## src/rtl/nbd_pkg.sv

```systemverilog
package nbd_pkg;
  localparam int unsigned UNL_AW = 11;
  localparam int unsigned CMD_W  = 8;

  localparam logic [UNL_AW-1:0] UNL_ADDR_A = 11'h555;
  localparam logic [UNL_AW-1:0] UNL_ADDR_B = 11'h2AA;

  localparam logic [CMD_W-1:0] CMD_UNL_A = 8'hAA;
  localparam logic [CMD_W-1:0] CMD_UNL_B = 8'h55;
  localparam logic [CMD_W-1:0] CMD_ENTER = 8'h20;
  localparam logic [CMD_W-1:0] CMD_PROG  = 8'hA0;
  localparam logic [CMD_W-1:0] CMD_EXIT1 = 8'h90;
  localparam logic [CMD_W-1:0] CMD_EXIT2 = 8'h00;

  typedef enum logic [2:0] {
    S_READ = 3'd0,
    S_UNL1 = 3'd1,
    S_UNL2 = 3'd2,
    S_BYP  = 3'd3,
    S_PGM  = 3'd4,
    S_EXIT = 3'd5
  } nbd_state_e;

  typedef struct packed {
    logic unl_a;
    logic unl_b;
    logic enter;
    logic prog;
    logic exit1;
    logic exit2;
  } nbd_hits_t;
endpackage

```

## src/rtl/nbd_cycle_match.sv

```systemverilog
module nbd_cycle_match
  import nbd_pkg::*;
(
  input  logic [UNL_AW-1:0] addr_i,
  input  logic [CMD_W-1:0]  cmd_i,
  output nbd_hits_t         hits_o
);
  localparam int unsigned N_ADDR = 2;
  localparam int unsigned N_CMD  = 6;

  logic [UNL_AW-1:0] addr_tab [N_ADDR];
  logic [CMD_W-1:0]  cmd_tab  [N_CMD];
  logic [N_ADDR-1:0] a_hit;
  logic [N_CMD-1:0]  c_hit;

  assign addr_tab[0] = UNL_ADDR_A;
  assign addr_tab[1] = UNL_ADDR_B;
  assign cmd_tab[0]  = CMD_UNL_A;
  assign cmd_tab[1]  = CMD_UNL_B;
  assign cmd_tab[2]  = CMD_ENTER;
  assign cmd_tab[3]  = CMD_PROG;
  assign cmd_tab[4]  = CMD_EXIT1;
  assign cmd_tab[5]  = CMD_EXIT2;

  for (genvar i = 0; i < N_ADDR; i++) begin : g_addr
    assign a_hit[i] = (addr_i == addr_tab[i]);
  end
  for (genvar j = 0; j < N_CMD; j++) begin : g_cmd
    assign c_hit[j] = (cmd_i == cmd_tab[j]);
  end

  assign hits_o.unl_a = a_hit[0] & c_hit[0];
  assign hits_o.unl_b = a_hit[1] & c_hit[1];
  assign hits_o.enter = a_hit[0] & c_hit[2];
  assign hits_o.prog  = c_hit[3];
  assign hits_o.exit1 = c_hit[4];
  assign hits_o.exit2 = c_hit[5];
endmodule

```

## src/rtl/nbd_fsm.sv

```systemverilog
module nbd_fsm
  import nbd_pkg::*;
(
  input  logic       clk,
  input  logic       rst_n,
  input  logic       take_i,
  input  nbd_hits_t  hits_i,
  output nbd_state_e state_o,
  output logic       fire_prog_o,
  output logic       fire_bad_o
);
  nbd_state_e state_q, state_d;

  always_comb begin
    state_d     = state_q;
    fire_prog_o = 1'b0;
    fire_bad_o  = 1'b0;
    if (take_i) begin
      unique case (state_q)
        S_READ: state_d = hits_i.unl_a ? S_UNL1 : S_READ;
        S_UNL1: state_d = hits_i.unl_b ? S_UNL2 : S_READ;
        S_UNL2: state_d = hits_i.enter ? S_BYP  : S_READ;
        S_BYP: begin
          if (hits_i.prog)       state_d = S_PGM;
          else if (hits_i.exit1) state_d = S_EXIT;
          else                   fire_bad_o = 1'b1;
        end
        S_PGM: begin
          state_d     = S_BYP;
          fire_prog_o = 1'b1;
        end
        S_EXIT: begin
          if (hits_i.exit2) state_d = S_READ;
          else begin
            state_d    = S_BYP;
            fire_bad_o = 1'b1;
          end
        end
        default: state_d = S_READ;
      endcase
    end
  end

  always_ff @(posedge clk or negedge rst_n) begin
    if (!rst_n) state_q <= S_READ;
    else        state_q <= state_d;
  end

  assign state_o = state_q;
endmodule

```

## src/rtl/nbd_out_reg.sv

```systemverilog
module nbd_out_reg #(
  parameter int unsigned ADDR_W = 20,
  parameter int unsigned DATA_W = 16
) (
  input  logic              clk,
  input  logic              rst_n,
  input  logic              fire_prog_i,
  input  logic              fire_bad_i,
  input  logic [ADDR_W-1:0] addr_i,
  input  logic [DATA_W-1:0] data_i,
  output logic              prog_valid_o,
  output logic [ADDR_W-1:0] prog_addr_o,
  output logic [DATA_W-1:0] prog_data_o,
  output logic              illegal_o
);
  always_ff @(posedge clk or negedge rst_n) begin
    if (!rst_n) begin
      prog_valid_o <= 1'b0;
      illegal_o    <= 1'b0;
      prog_addr_o  <= '0;
      prog_data_o  <= '0;
    end else begin
      prog_valid_o <= fire_prog_i;
      illegal_o    <= fire_bad_i;
      if (fire_prog_i) begin
        prog_addr_o <= addr_i;
        prog_data_o <= data_i;
      end
    end
  end
endmodule

```

## src/rtl/nor_bypass_decoder.sv

```systemverilog
module nor_bypass_decoder
  import nbd_pkg::*;
#(
  parameter int unsigned ADDR_W = 20,
  parameter int unsigned DATA_W = 16
) (
  input  logic              clk,
  input  logic              rst_n,
  input  logic              wr_en_i,
  input  logic [ADDR_W-1:0] wr_addr_i,
  input  logic [DATA_W-1:0] wr_data_i,
  input  logic              busy_i,
  output logic              prog_valid_o,
  output logic [ADDR_W-1:0] prog_addr_o,
  output logic [DATA_W-1:0] prog_data_o,
  output logic [2:0]        state_o,
  output logic              illegal_o
);
  nbd_hits_t  hits;
  nbd_state_e st;
  logic       take, fire_prog, fire_bad;

  // a write is only consumed while the engine is idle
  assign take = wr_en_i & ~busy_i;

  nbd_cycle_match u_match (
    .addr_i (wr_addr_i[UNL_AW-1:0]),
    .cmd_i  (wr_data_i[CMD_W-1:0]),
    .hits_o (hits)
  );

  nbd_fsm u_fsm (
    .clk         (clk),
    .rst_n       (rst_n),
    .take_i      (take),
    .hits_i      (hits),
    .state_o     (st),
    .fire_prog_o (fire_prog),
    .fire_bad_o  (fire_bad)
  );

  nbd_out_reg #(.ADDR_W(ADDR_W), .DATA_W(DATA_W)) u_out (
    .clk          (clk),
    .rst_n        (rst_n),
    .fire_prog_i  (fire_prog),
    .fire_bad_i   (fire_bad),
    .addr_i       (wr_addr_i),
    .data_i       (wr_data_i),
    .prog_valid_o (prog_valid_o),
    .prog_addr_o  (prog_addr_o),
    .prog_data_o  (prog_data_o),
    .illegal_o    (illegal_o)
  );

  assign state_o = st;
endmodule

```

## config.mk

```make
export PLATFORM = sky130hd
export DESIGN_NAME = nor_bypass_decoder
export DESIGN_NICKNAME = d
export VERILOG_FILES = /design/src/rtl/nbd_pkg.sv /design/src/rtl/nbd_cycle_match.sv /design/src/rtl/nbd_fsm.sv /design/src/rtl/nbd_out_reg.sv /design/src/rtl/nor_bypass_decoder.sv
export SDC_FILE = /design/constraint.sdc
export NUM_CORES = 1
export LEC_CHECK = 0
export BUFFER_PORTS_ARGS = -buffer_cell sky130_fd_sc_hd__buf_2
export CORE_MARGIN = 5
export CORE_UTILIZATION = 51
export CTS_CLUSTER_DIAMETER = 150
export DETAILED_ROUTE_END_ITERATION = 6
export PLACE_DENSITY = 0.84
export SLEW_MARGIN = 15
export SYNTH_ARGS = -nofsm -noshare
export SYNTH_HDL_FRONTEND = slang
export SYNTH_HIERARCHICAL = 1
export SYNTH_SLANG_ARGS = --single-unit
```

## constraint.sdc

```tcl
create_clock -name clk -period 2.85 [get_ports clk]
set_input_delay 0.4275 -clock clk [delete_from_list [all_inputs] [get_ports clk]]
set_output_delay 0.4275 -clock clk [all_outputs]
set_load 0.01 [all_outputs]
```

==> impl_results.md, run 1 <==
* Worst ir drop on vdd at roughly 0.67 mV
* Multi-input logic area at approximately 850 um^2
* Worst slew pin tran at 0.877 ns
* Slew headroom at 41.5%
* Count of cells resized by post-cts repair at 0
* Final hold violation count at 0
* Final sum of negative setup slack at 0 ns
* Power Dens Cells at a little over 900 nW/um^2
* Most used standard cell by instance count after synthesis: sky130_fd_sc_hd__dfrtp_1
* Length of the first detailed-routing pass in iterations at 4
* Number of global-route vias before repair at 1533
* Arrival time of the worst setup path at 1.92 ns
* Main flop type after synthesis: sky130_fd_sc_hd__dfrtp_1
* Final max-slew violation count at 0
* GR Util All Layers at 18.4%
* Total Die Area at 5170 um^2
* Post-synth top area share at 52.5%
* Setup repair after global routing missed its margin: no
* Minimum clock period after layout at approximately 1.7 ns
* Top cells by area, synth: sky130_fd_sc_hd__dfrtp_1 (52%), sky130_fd_sc_hd__mux2_4 (23%), sky130_fd_sc_hd__mux2_2 (3.5%)
* Maximum number of pins on one net before global-route repair at 42
* Combined area of all synthesized cells at 1960 um^2
* Required @ worst endpoint at 3.03 ns
* Number of filler instances in the final layout at 307
* Reg area at 1030 um^2
* Antenna cells at 0
* Layout cell share with drive strength beyond 1 at 62.7%
* # setup viols final at 0
* Total length of routed wires at between 4 and 5 mm
* Share of synthesized area occupied by flip-flops and latches at 52.5%
* Gate count after technology mapping at 128
* Deepest clock path buffer count at 2
* Area inside the core boundary at 3690 um^2
* Worst-path fanout max at 19
* Number of placed I/O pins at just over 80
* FF-to-FF path depth at 4
* Final hold slack at 0.247 ns
* Mapped Avg Cell Area at 15.3 um^2
* Buffer cell driving the clock tree root: sky130_fd_sc_hd__clkbuf_8
* Total number of nets in the final design at 252
* Residual DRC count at 0
* Yosys synthesis warning count at 6
* Initial DRC count at 67
* Layout Area Growth over Synthesis at 25.7%
* Mean routed wirelength per cell at 16.5 um
* Max-cap violation count at 0
* Top cells by instance count after synthesis: sky130_fd_sc_hd__dfrtp_1 (41), sky130_fd_sc_hd__mux2_4 (30), sky130_fd_sc_hd__mux2_2 (6), sky130_fd_sc_hd__nor2_1 (6), sky130_fd_sc_hd__nand2_1 (4)
* Endpoint of the worst-slack reg-to-reg timing path: u_out/prog_data_o[8]$_DFFE_PN0P_
* Via count at 1343
* Cell accounting for the most synthesized area: sky130_fd_sc_hd__dfrtp_1
* Initial standard-cell utilization of the core at 53.0%
* Sum of overflow across all layers after global routing at 0
* Async set-reset flop share out of synthesis at 100%
* Status: finished, final reports clean
* Sort of element at the end of the critical path: register
* Register bit total from synthesis at 41
* Post-cts hold buffer count at 0
* TritonCTS Buffers at 5
* Final Skew at just over 0.007 ns
* Post-synth EDFFs at 0
* Total number of H-tree levels at 2
* Via density at 5.17
* Period utilisation layout at 61.0%
* Routed Antenna Nets at 0
* Leakage power at ~1.3 nW
* Total non-filler cell area in the finished layout at 2460 um^2
* Placed Area at 2350 um^2
* Clock transition at the registers of the reported paths at 0.07 ns
* Die Y at 71.9 um
* Clk Latency, worst-skew pair at 0.30 ns
* Worst setup SP type: register
* Kind of critical path: reg -> reg
* Number of sinks driven by the clock tree at 41
* Number of input and output port buffers inserted at 80
* Count of cell types in the netlist at 32
* Clock tree from TritonCTS: yes
* Post-synthesis net count at 168
* Die outline width at 71.9 um
* Reg2Reg Setup Slack at 1.11 ns
* Total half-perimeter wirelength after legalization and detailed placement at 3.29 mm
* Initial antenna violation count at 0
* Cell Rows at 22
* FMAX at 0.575 GHz
* Post-CTS setup-driven buffer insertion count at 0
* Utilization of the core after routing at 66.7%
* HP Class: in -> async
* Global-route wire length before repair at roughly 7.3 mm
* Worst R2R Start: u_fsm/state_o[2]$_DFFE_PN0P_
* Global placement routability congestion at 0.764
-- critical path, stage by stage, from the launching register on --
cell and delay [ns]:
sky130_fd_sc_hd__dfrtp_1 0.43, sky130_fd_sc_hd__inv_1 0.13, sky130_fd_sc_hd__nor4b_2 0.33, sky130_fd_sc_hd__buf_4 0.39, sky130_fd_sc_hd__mux2_4 0.34
-- state kept, by name, indices dropped and copies added, names as in the netlist --
name,cells
u_out/prog_valid_o,1
u_fsm/state_o,3
u_out/illegal_o,1
u_out/prog_addr_o,20
u_out/prog_data_o,16
-- power breakdown --
group          leakage [nW]  internal, W  switching [W]
combinational         0.685     0.000472       0.000351
sequential            0.525     0.000809       0.000152
clock                0.0540     0.000254       0.000189
total                  1.26      0.00154       0.000692
-- logic make-up (layout without fill, tap and decap cells) --
family          count (synthesis)  in the layout  share of synthesized area, %
flops                          41             41                          52.5
mux                            36             36                          26.5
simple gates                   35             35                          13.2
compound gates                  9              9                          3.26
buf+inv                         7             91                          4.61
-- layout make-up --
type                            count  share of cell area (%)
Inverter                            2                   0.305
Clock inverter                      2                    1.42
Sequential cell                    41                    41.7
Timing Repair Buffer               82                    16.9
Tap cell                           48                    2.44
Clock buffer                        5                    2.80
Multi-Input combinational cell     80                    34.4
-- placed cells by master (no fill, tap or decap), drive strengths merged, types with 2 or more instances in the layout --
| cell type | count |
|---|---|
| dfrtp | 41 |
| clkbuf | 5 |
| inv | 2 |
| nand2 | 4 |
| nand4b | 3 |
| mux2 | 36 |
| nor2 | 6 |
| nor2b | 3 |
| nand4 | 2 |
| buf | 82 |
| nor3b | 3 |
| nor3 | 4 |
| nor4b | 2 |
| and3b | 2 |
| o21ai | 3 |
-- routing by layer --
| layer | wire [um] | global-route usage (%) |
|---|---|---|
| met2 | 2070 | 29.6 |
| met1 | 1750 | 21.6 |
| met3 | 412 | 8.73 |
| met5 | 0 | 0 |
| met4 | 57 | 6.68 |
-- through the flow --
stage / total power, W / instances / worst slack (ns)
after floorplan: 0.00146 / 128 / 1.12
after global placement: 0.00177 / 253 / 1.00
after detailed placement: 0.00180 / 253 / 0.969
after CTS: 0.00225 / 260 / 1.11
after global routing: 0.00237 / 260 / 1.01
final: 0.00223 / 260 / 1.11
-- worst max-delay path by stage --
stage	startpoint	end	slack, ns	cells past startpoint
after floorplan	wr_en_i	u_out/prog_addr_o[10]$_DFFE_PN0P_	1.12	5
after global placement	busy_i	u_out/prog_addr_o[11]$_DFFE_PN0P_	1.00	5
after detailed placement	wr_data_i[0]	u_out/illegal_o$_DFF_PN0_	0.97	7
after CTS	u_fsm/state_o[2]$_DFFE_PN0P_	u_out/prog_data_o[8]$_DFFE_PN0P_	1.11	4
after global routing	u_fsm/state_o[2]$_DFFE_PN0P_	u_out/prog_data_o[8]$_DFFE_PN0P_	1.01	4
final	u_fsm/state_o[2]$_DFFE_PN0P_	u_out/prog_data_o[8]$_DFFE_PN0P_	1.11	4
Note: power is estimated with default switching activity, not from simulation.
==> run 2, diff against run 1 <==
--- a/config.mk
+++ b/config.mk
@@ -7,10 +7,10 @@
 export LEC_CHECK = 0
 export BUFFER_PORTS_ARGS = -buffer_cell sky130_fd_sc_hd__buf_2
 export CORE_MARGIN = 5
-export CORE_UTILIZATION = 51
+export CORE_UTILIZATION = 43
 export CTS_CLUSTER_DIAMETER = 150
 export DETAILED_ROUTE_END_ITERATION = 6
-export PLACE_DENSITY = 0.84
+export PLACE_DENSITY = 0.76
 export SLEW_MARGIN = 15
 export SYNTH_ARGS = -nofsm -noshare
 export SYNTH_HDL_FRONTEND = slang
==> constraint.sdc (replaced) <==
create_clock -name clk -period 1.4 [get_ports clk]
set_input_delay 0.21 -clock clk [delete_from_list [all_inputs] [get_ports clk]]
set_output_delay 0.21 -clock clk [all_outputs]
set_load 0.01 [all_outputs]
==> impl_results.md, run 2 (synthesis gave the netlist of run 1 again) <==
* Initial antenna violation count at 0
* Layout cell share with drive strength beyond 1 at 66.9%
* Max-cap violation count at 0
* TritonCTS Buffers at 5
* Critical-path cell list: inv_2 > nor4b_4 > buf_4 > clkbuf_16 > mux2_4
* Sum of overflow across all layers after global routing at 0
* Total length of routed wires at 4.83 mm
* Logic pwr share at 42.3%
* Antenna cells at 0
* Worst-path fanout max at 9
* FMAX at 0.670 GHz
* Number of input and output port buffers inserted at 80
* Worst setup SP type: register
* # setup viols final at 36
* Pre-CTS worst setup slack at -0.191 ns
* Layout Area Growth over Synthesis at 40.6%
* Cell Rows at 24
* Die outline width at between 70 and 80 um
* Worst path max stage delay at 0.36 ns
* Net switching component of the power at 0.00148 W
* Utilization of the core after routing at 62.7%
* Final hold violation count at 0
* Deepest clock path buffer count at 2
* Sort of element at the end of the critical path: register
* Buffer cell driving the clock tree root: sky130_fd_sc_hd__clkbuf_8
* Worst ir drop on vdd at 1.02 mV
* Leakage power at 1.42 nW
* Commonest cells after routing, fill and taps aside: sky130_fd_sc_hd__buf_2 (80), sky130_fd_sc_hd__dfrtp_1 (41), sky130_fd_sc_hd__mux2_4 (36)
* Global-route wire length before repair at approximately 8 mm
* Minimum clock period after layout at between 1 and 1.5 ns
* Residual DRC count at 0
* Most flop-heavy register: u_out/prog_addr_o
* Required @ worst endpoint at 1.58 ns
* Worst slew pin tran at 0.423 ns
* Area inside the core boundary at 4380 um^2
* Via count at 1422
* Number of cells after detailed placement at about 270
* Proportion of power drawn by flip-flops and latches at 41.7%
* Length of the first detailed-routing pass in iterations at 4
* HP Class: in -> reg
* Routed Antenna Nets at 0
* Switching part of the total power at about a third
* Slack of the critical path at -0.0921 ns
* Number of placed I/O pins at just over 80
* Power Dens Cells at 1670 nW/um^2
* Cell type of the slowest stage on the worst timing path: sky130_fd_sc_hd__dfrtp_1
* Period utilisation layout at 107%
* Int Pwr at between 0.003 and 0.004 W
* Clock transition at the registers of the reported paths at approximately 0.080 ns
* Number of non-filler instances in the completed layout at roughly 290
* Number of flip-flops under the largest register name at 20
* Clock network power share at around 16%
* Final hold slack at 0.147 ns
* Final Skew at 0.00480 ns
* Violations in the final reports: negative setup slack
* Maximum number of pins on one net before global-route repair at 25
* Initial DRC count at 36
* Final sum of negative setup slack at -2.31 ns
* Total half-perimeter wirelength after legalization and detailed placement at 3.68 mm
* Arrival time of the worst setup path at 1.67 ns
* Number of sinks driven by the clock tree at 41
* Clock tree from TritonCTS: yes
* Via density at roughly 4.9
* Initial standard-cell utilization of the core at 44.6%
* Mean routed wirelength per cell at roughly 17 um
* Most common cell after layout, fill and taps aside: sky130_fd_sc_hd__buf_2
* Status: finished with violations
* GR Util All Layers at between 15 and 20%
* Slew headroom at between 70% and 80%
* Total number of H-tree levels at 2
* Number of global-route vias before repair at 1620
* Total number of nets in the final design at 275
* Total Die Area at ~6000 um^2
* Setup repair after global routing missed its margin: yes
* Kind of critical path: reg -> reg
* Final max-slew violation count at 0
* Die Y at 77.4 um
* Clk Latency, worst-skew pair at 0.29 ns
* Global placement routability congestion at 0.805
==> run 2: final timing paths <==
path,startpoint,slack [ns],cells after the start,to
min in group asynchronous,rst_n,0.38,2,u_out/prog_addr_o[11]$_DFFE_PN0P_
setup / recovery,u_fsm/state_o[2]$_DFFE_PN0P_,-0.09,5,u_out/prog_addr_o[15]$_DFFE_PN0P_
hold / removal,wr_data_i[12],0.15,2,u_out/prog_data_o[12]$_DFFE_PN0P_
setup reg to reg,u_fsm/state_o[2]$_DFFE_PN0P_,-0.09,5,u_out/prog_addr_o[15]$_DFFE_PN0P_
max in group asynchronous,rst_n,0.55,3,u_out/prog_addr_o[15]$_DFFE_PN0P_
hold reg to reg,u_out/prog_addr_o[14]$_DFFE_PN0P_,0.50,1,u_out/prog_addr_o[14]$_DFFE_PN0P_
==> run 2: layout make-up <==
type                       instances  area [um^2]
tap                               52         65.1
inverter                           2         7.51
clock inverter                     2         10.0
clock buffer                       6         72.6
timing repair buffer             105          682
sequential                        41         1030
multi-input combinational         80          887
fill                             336         1630
==> run 2: what timing repair did <==
item / in CTS / in global routing
hold endpoints to repair: 17 / 0
gates cloned: 1 / 1
hold buffers: 1 / 0
setup endpoints to repair: 36 / 37
buffers inserted: 2 / 1
resized for setup: 12 / 1
pin swaps: 1 / 0
==> run 2: critical path: cells and delay by family (launching register included) <==
family	cells	cell delay, ns
and+or+nand+nor	1	0.31
buffers and inverters	3	0.42
muxes	1	0.30
DFF	1	0.36
==> run 2: power groups by stage <==
| stage | clock network, W | logic [W] | registers, W |
|---|---|---|---|
| after CTS | 0.000773 | 0.00197 | 0.00192 |
| after detailed placement | 0 | 0.00189 | 0.00193 |
| final | 0.000737 | 0.00195 | 0.00192 |
| after global routing | 0.000831 | 0.00210 | 0.00198 |
| after global placement | 0 | 0.00183 | 0.00191 |
| after floorplan | 0 | 0.000847 | 0.00215 |
==> run 2: stage by stage <==
stage	instance area, um^2	total power (W)
after floorplan	1980	0.00300
after global placement	2540	0.00374
after detailed placement	2540	0.00381
after CTS	2710	0.00466
after global routing	2750	0.00491
final	2750	0.00460
==> run 2: routing by layer <==
metal	wire length, um	share of wire, %	up-vias	GRT usage (%)
li1	-	-	680	-
met1	2050	42	684	20.4
met2	2440	51	53	28.5
met3	293	6.1	5	5.56
met4	47	0.97	0	3.78
met5	0	0	-	0
==> run 3, diff against run 2 <==
--- a/config.mk
+++ b/config.mk
@@ -5,7 +5,7 @@
 export SDC_FILE = /design/constraint.sdc
 export NUM_CORES = 1
 export LEC_CHECK = 0
-export BUFFER_PORTS_ARGS = -buffer_cell sky130_fd_sc_hd__buf_2
+export BUFFER_PORTS_ARGS = -buffer_cell sky130_fd_sc_hd__buf_4
 export CORE_MARGIN = 5
 export CORE_UTILIZATION = 43
 export CTS_CLUSTER_DIAMETER = 150
==> impl_results.md, run 3 (synthesis gave the netlist of run 1 again) <==
* Initial standard-cell utilization of the core at 44.6%
* Length of the first detailed-routing pass in iterations at 5
* Most common cell after layout, fill and taps aside: sky130_fd_sc_hd__buf_4
* Multi-input logic area at 885 um^2
* Final Skew at 0.00631 ns
* Layout cell share with drive strength beyond 1 at 66.8%
* FF-to-FF path depth at 5
* Total number of H-tree levels at 2
* Final max-slew violation count at 0
* Overall Power at 0.00491 W
* Detailed-route wire length on metal 1 at roughly 2.1 mm
* Hold path endpoint: u_out/prog_addr_o[11]$_DFFE_PN0P_
* Final hold violation count at 0
* Required @ worst endpoint at between 1.5 and 2 ns
* Number of placed I/O pins at between 80 and 90
* Max-cap violation count at 0
* Final sum of negative setup slack at -2.17 ns
* Period utilisation layout at 105%
* Worst-path fanout max at 6
* Initial antenna violation count at 0
* Worst R2R Start: u_fsm/state_o[2]$_DFFE_PN0P_
* TritonCTS Buffers at 5
* Clock tree from TritonCTS: yes
* Number of filler instances in the final layout at about 350
* Via density at approximately 5.1
* Top layer reached by signal wires: met4
* Cell count of the worst hold path at 2
* Status: finished with violations
* HP Class: in -> reg
* GR Util All Layers at 16.0%
* Number of sinks driven by the clock tree at 41
* Length of routed met2 wiring at between 2 and 2.5 mm
* Total length of routed wires at 4.97 mm
* Initial DRC count at 60
* Reg area at 1030 um^2
* Sum of overflow across all layers after global routing at 0
* Clk Latency, worst-skew pair at 0.29 ns
* Most flop-heavy register: u_out/prog_addr_o
* Number of flip-flops under the largest register name at 20
* Total Die Area at 6000 um^2
* FMAX at slightly below 0.7 GHz
* Met3 wire length at 379 um
* Routed Antenna Nets at 0
* Kind of critical path: reg -> reg
* Minimum clock period after layout at 1.47 ns
* Number of global-route vias before repair at 1603
* Global-route wire length before repair at 7.77 mm
* Buffer cell driving the clock tree root: sky130_fd_sc_hd__clkbuf_8
* Total half-perimeter wirelength after legalization and detailed placement at 3.60 mm
* Global placement routability congestion at roughly 0.76
* Endpoint of the worst-slack reg-to-reg timing path: u_out/prog_addr_o[15]$_DFFE_PN0P_
* Setup repair after global routing missed its margin: yes
* Maximum number of pins on one net before global-route repair at 42
* Critical path launch point: u_fsm/state_o[2]$_DFFE_PN0P_
* Mean routed wirelength per cell at 17.7 um
* Total number of nets in the final design at 269
* Worst slew pin tran at roughly 0.51 ns
* Via count at approximately 1.4k
* Area inside the core boundary at 4380 um^2
* Commonest cells after routing, fill and taps aside: sky130_fd_sc_hd__buf_4 (92), sky130_fd_sc_hd__dfrtp_1 (41), sky130_fd_sc_hd__mux2_4 (34)
* Worst setup SP type: register
* Layout Area Growth over Synthesis at 47.5%
* Slew headroom at 66.0%
* Sort of element at the end of the critical path: register
* HP Start: wr_addr_i[11]
* Slack of the critical path at -0.0719 ns
* Die Y at around 77 um
* Number of input and output port buffers inserted at 80
* Violations in the final reports: negative setup slack
* Deepest clock path buffer count at 2
* Leakage power at 1.42 nW
* # setup viols final at 36
* Worst ir drop on vdd at 0.928 mV
* Residual DRC count at 0
* Reg2Reg Setup Slack at -0.07 ns
* Antenna cells at 0
* Clock transition at the registers of the reported paths at 0.08 ns
* Arrival time of the worst setup path at roughly 1.7 ns
* Power Dens Cells at 1700 nW/um^2
* Cell Rows at 24
* Die outline width at 77.4 um
==> run 3: cell types whose count changed in the layout (fill, tap and decap cells not counted), moves of 2 or more <==
cell / before / now
sky130_fd_sc_hd__buf_12: 4 / 1
sky130_fd_sc_hd__buf_4: 17 / 92
sky130_fd_sc_hd__mux2_2: 0 / 2
sky130_fd_sc_hd__buf_2: 80 / 0
sky130_fd_sc_hd__mux2_4: 36 / 34
sky130_fd_sc_hd__clkinv_2: 2 / 0
==> run 3: layout make-up <==
| cell class | instances | area share, % |
|---|---|---|
| clock buffers | 6 | 2.86 |
| well taps | 52 | 2.26 |
| inverters | 2 | 0.260 |
| clock inverters | 1 | 0.260 |
| flip-flops and latches | 41 | 35.6 |
| repair buffers | 99 | 28.1 |
| multi-input cells | 80 | 30.7 |
==> run 3: how the worst max path moves through the flow <==
stage / cells past startpoint / end
5_1_grt: 5 / u_out/prog_data_o[5]$_DFFE_PN0P_
2_1_floorplan: 5 / u_out/prog_addr_o[10]$_DFFE_PN0P_
3_3_place_gp: 7 / u_out/illegal_o$_DFF_PN0_
4_1_cts: 5 / u_out/prog_data_o[13]$_DFFE_PN0P_
3_5_place_dp: 7 / u_out/illegal_o$_DFF_PN0_
6_report: 5 / u_out/prog_addr_o[15]$_DFFE_PN0P_
==> run 3: layer usage <==
layer	vias up	GRT usage [%]
met4	0	3.61
met1	700	20.0
li1	665	-
met3	6	5.44
met2	62	26.9
met5	-	0
==> run 3: what timing repair did <==
| action | CTS | global route |
|---|---|---|
| resized for setup | 9 | 3 |
| pin swaps | 1 | 0 |
| setup endpoints to repair | 36 | 38 |
| hold endpoints to repair | 41 | 0 |
| buffers inserted | 1 | 1 |
| cloned | 1 | 1 |
| hold buffers | 1 | 0 |
==> run 3: per-stage QoR <==
stage	cell area [um^2]	cells	util [%]	hold slack (ns)	worst slack (ns)
final	2880	281	65.8	0.142	-0.0719
after detailed placement	2680	269	61.0	0.222	-0.163
after floorplan	1980	128	-	-0.0856	-0.183
after global placement	2680	269	61.0	0.221	-0.149
after CTS	2840	279	64.7	0.144	-0.0836
after global routing	2880	281	65.8	0.137	-0.110
==> run 3: critical path, stage by stage, from the launching register on <==
cell	delay, ns
sky130_fd_sc_hd__dfrtp_1	0.36
sky130_fd_sc_hd__inv_2	0.06
sky130_fd_sc_hd__nor4b_4	0.28
sky130_fd_sc_hd__buf_6	0.20
sky130_fd_sc_hd__clkbuf_16	0.17
sky130_fd_sc_hd__mux2_4	0.30
==> run 3: power by group <==
part	leakage, nW	switching [W]	internal [W]	total [W]
sequential	0.525	0.000281	0.00165	0.00193
combinational	0.855	0.000823	0.00137	0.00219
clock	0.0433	0.000395	0.000390	0.000784
total	1.42	0.00150	0.00341	0.00491
